`src/rtl/byte_addsub.sv`:
```
module byte_addsub #(
  parameter int W = 8
) (
  input  logic         clk,
  input  logic         rst_n,
  input  logic         exec,
  input  logic [2:0]   op,
  input  logic [W-1:0] a,
  input  logic [W-1:0] b,
  output logic [W-1:0] sum,
  output logic         cout,
  output logic         ovf,
  output logic         carry_q,
  output logic         ovf_q
);

  // index {a_msb, b_fed_msb, sum_msb}: entries 3'b001 and 3'b110 signal overflow
  localparam logic [7:0] OVF_TABLE = 8'b0100_0010;

  logic         inv_b;
  logic         use_flag;
  logic         cin;
  logic [W-1:0] b_fed;
  logic [2:0]   ovf_idx;

  assign inv_b    = op[1];
  assign use_flag = op[0];
  assign b_fed    = inv_b ? ~b : b;
  assign cin      = use_flag ? carry_q : inv_b;

  assign {cout, sum} = {1'b0, a} + {1'b0, b_fed} + {{W{1'b0}}, cin};

  assign ovf_idx = {a[W-1], b_fed[W-1], sum[W-1]};
  assign ovf     = OVF_TABLE[ovf_idx];

  always_ff @(posedge clk or negedge rst_n) begin
    if (!rst_n) begin
      carry_q <= 1'b0;
      ovf_q   <= 1'b0;
    end else if (exec) begin
      if (op[2]) begin
        carry_q <= op[0];
      end else begin
        carry_q <= cout;
        ovf_q   <= ovf;
      end
    end
  end

endmodule


```
`config.mk`:
```
export PLATFORM = sky130hd
export DESIGN_NAME = byte_addsub
export DESIGN_NICKNAME = d
export VERILOG_FILES = /design/src/rtl/byte_addsub.sv
export SDC_FILE = /design/constraint.sdc
export NUM_CORES = 1
export LEC_CHECK = 0
export ABC_AREA = 1
export ABC_CLOCK_PERIOD_IN_PS = 3700
export BUFFER_PORTS_ARGS = -buffer_cell sky130_fd_sc_hd__buf_2
export CORE_MARGIN = 5
export CORE_UTILIZATION = 41
export DETAILED_ROUTE_END_ITERATION = 10
export PLACE_DENSITY = 0.75
export SLEW_MARGIN = 25
export SYNTH_ARGS = -nofsm -noshare
export SYNTH_HDL_FRONTEND = slang
export SYNTH_SLANG_ARGS = --single-unit
```
`constraint.sdc`:
```
create_clock -name clk -period 3.7 [get_ports clk]
set_input_delay 0 -clock clk [delete_from_list [all_inputs] [get_ports clk]]
set_output_delay 0 -clock clk [all_outputs]
set_load 0.05 [all_outputs]
```
==> impl_metrics.ini <==
[layout]
finalInstanceArea_um2 = 802
nets = 156
layout_common_cells = buf_2, nand2_1, inv_1, xor2_1, ha_1
fillers = 134
syn_to_final_growth_pct = 34.4
antennaDiodeCount = 0
layout-drive-gt1-share_pct = 33.3
layout_commonest_cell = buf_2

[sta]
skew_ps = 9.08
worst_pin_slew_ps = 271
hold_viol = 0
rsz0062_at_grt = false
setup-violations-final = 0
slew_headroom_pct = 81.8
slew_viol_final = 0
max_freq_mhz = 481
period_share_pct = 56.2
setup_tns_ps = 0
post-route-min-period_ps = 2080

[yosys]
syn-cell-area_um2 = 597
postSynthCellCount = 87
synth_nets = 118
yosys_warnings = 0
synth-compound-area-share_pct = 10.5
synth_seq_cells = 2
synth.area.mux_share_pct = 0
seq_area_frac_synth_pct = 8.39
avgSynthCellArea_um2 = 6.86
synthSimpleGateAreaFrac_pct = 28.7
synth_top_family_by_area = simple AND/OR/NAND/NOR gates
synthDistinctLibCells = 22
synth_xor_xnor_area_share_pct = 20.3
synthAdderAreaFrac_pct = 21.4

[global_route]
grt_max_degree = 10
grt-ovfl-total = 0
grt_pass1_wl_um = 2210
grt_pass1_vias = 592
grt.total_usage_pct = 13.4
antenna_found_initial = 0

[min_path]
hold_class = in2reg
hold_end = carry_q$_DFFE_PN0P_
holdPathStages = 4
min_from = exec

[worst_setup_path]
crit_path_start_kind = register
timing.rr.end = carry_q$_DFFE_PN0P_
path_class = reg2out
end_kind = primary output
r2r-start = carry_q$_DFFE_PN0P_
cp.arrival_ps = 2080
crit_required_ps = 3700
cp_max_fo = 3
r2r_cells = 10
reg2reg_setup_slack_ps = 1970

[die]
pin_count = 34
die_area_um2 = 2320
die_h_um = 48.2
core_area_um2 = 1330
num_rows = 13
initial_core_util_pct = 44.7
die_w_um = 48.2

[cts]
clock_latency_ps = 230
clock_path_buffers = 2
clkSinkCount = 2
h-tree-depth = 1
cts_tree = yes
cts_resized = 0
clk_pin_slew_ps = 30
root_buffer = clkbuf_4
numCtsBuffers = 3

[routing]
drcViolationCount = 0
post_drt_wl_per_cell_um = 10.3
drt_pre_antenna_iters = 4
ant_nets = 0
routed_wirelength_um = 1420
drt_iter0_drc = 4
vias_per_cell = 4.84
vias = 668

[power_and_ir_drop]
internal-power_uw = 144
swShare_pct = 61.9
leakage_uw = 0.000488
peakVddDrop_mv = 0.177
p_seq_share_pct = 7.6
powerDensity_nw_per_um2 = 470
p_sw_uw = 233
combinationalPowerShare_pct = 79.0
clockPowerShare_pct = 13.4

[place]
gp_congestion = 0.825
postPlaceCellArea_um2 = 769
dp_hpwl_um = 1220
port_buffers = 33

[flow_run]
cap_violations = 0

[status]
status = finished clean
## cells by family after synthesis
logic type / after synthesis
compound gates: 10
fa+ha+maj: 9
flops: 2
buf+inv: 15
xor+xnor: 13
simple gates: 38
## routing by layer
metal | up-vias | track usage [%] | part of all wire, %
met5 | - | 0 | 0
met4 | 0 | 7.53 | 2.0
met3 | 5 | 2.21 | 9.2
met2 | 25 | 23.4 | 50
met1 | 291 | 15.3 | 39
li1 | 347 | - | -
## critical path, stage by stage (launching register included)
cell and delay, ps:
dfrtp_1 350, nand2_1 50, nand2_1 70, fa_1 180, inv_1 50, fa_1 410, o21ai_2 210, a21oi_1 110
xnor2_1 130, buf_2 280
## registers in the layout, summed over array words and instances (netlist names)
signal and cells:
carry_q 1, ovf_q 1
## per-stage QoR
stage               hold slack [ps]  total power [µW]  instances  utilization (%)  setup slack (ps)
floorplan                      -296               265         87                -              1160
global placement               -215               324        134             57.7              1840
detailed placement             -214               327        134             57.7              1820
CTS                            44.4               380        138             60.1              1610
global route                   89.6               404        138             60.1              1430
finish                         45.5               377        138             60.1              1620
## cell usage after synthesis
cell / number / area [µm²]
nand3_2: 1 / 10.0
xor2_1: 9 / 78.8
dfrtp_1: 2 / 50.1
o21bai_1: 1 / 7.51
o21ai_2: 1 / 8.76
a31oi_1: 2 / 12.5
nand4_1: 1 / 6.26
o21ai_0: 2 / 10.0
nor2_1: 3 / 11.3
nand3_1: 5 / 25.0
ha_1: 7 / 87.6
buf_6: 1 / 11.3
nand2_1: 24 / 90.1
or2_1: 2 / 12.5
and2_4: 1 / 8.76
a21oi_2: 1 / 8.76
xnor2_1: 3 / 26.3
xor2_2: 1 / 16.3
nand3b_1: 1 / 7.51
inv_1: 14 / 52.6
a21oi_1: 3 / 15.0
fa_1: 2 / 40.0
## cell type report
type	instances	area, µm²	share of cell area (%)
clock buffer	3	22.5	2.81
inverter	14	52.6	6.55
multi-input combinational	70	483	60.2
sequential	2	50.0	6.24
tap	15	18.8	2.34
timing repair buffer	34	175	21.8
## power groups by stage
| stage | clock network [µW] | registers, µW | logic, µW |
|---|---|---|---|
| floorplan | 0 | 44.2 | 221 |
| global placement | 0 | 28.7 | 295 |
| detailed placement | 0 | 28.9 | 298 |
| CTS | 51.3 | 28.6 | 300 |
| global route | 52.6 | 29.4 | 322 |
| finish | 50.7 | 28.5 | 298 |
## how the worst max path moves through the flow
stage	endpoint	from	slack (ps)
2_1_floorplan	sum[6]	carry_q$_DFFE_PN0P_	1160
3_3_place_gp	sum[6]	op[1]	1840
3_5_place_dp	sum[6]	op[1]	1820
4_1_cts	sum[6]	carry_q$_DFFE_PN0P_	1610
5_1_grt	sum[6]	carry_q$_DFFE_PN0P_	1430
6_report	sum[6]	carry_q$_DFFE_PN0P_	1620
## timing repair
item	4_1_cts	5_1_grt
setup buffers	0	0
hold buffers	1	0
hold endpoints to repair	2	0
Note: power is estimated with default switching activity, not from simulation.
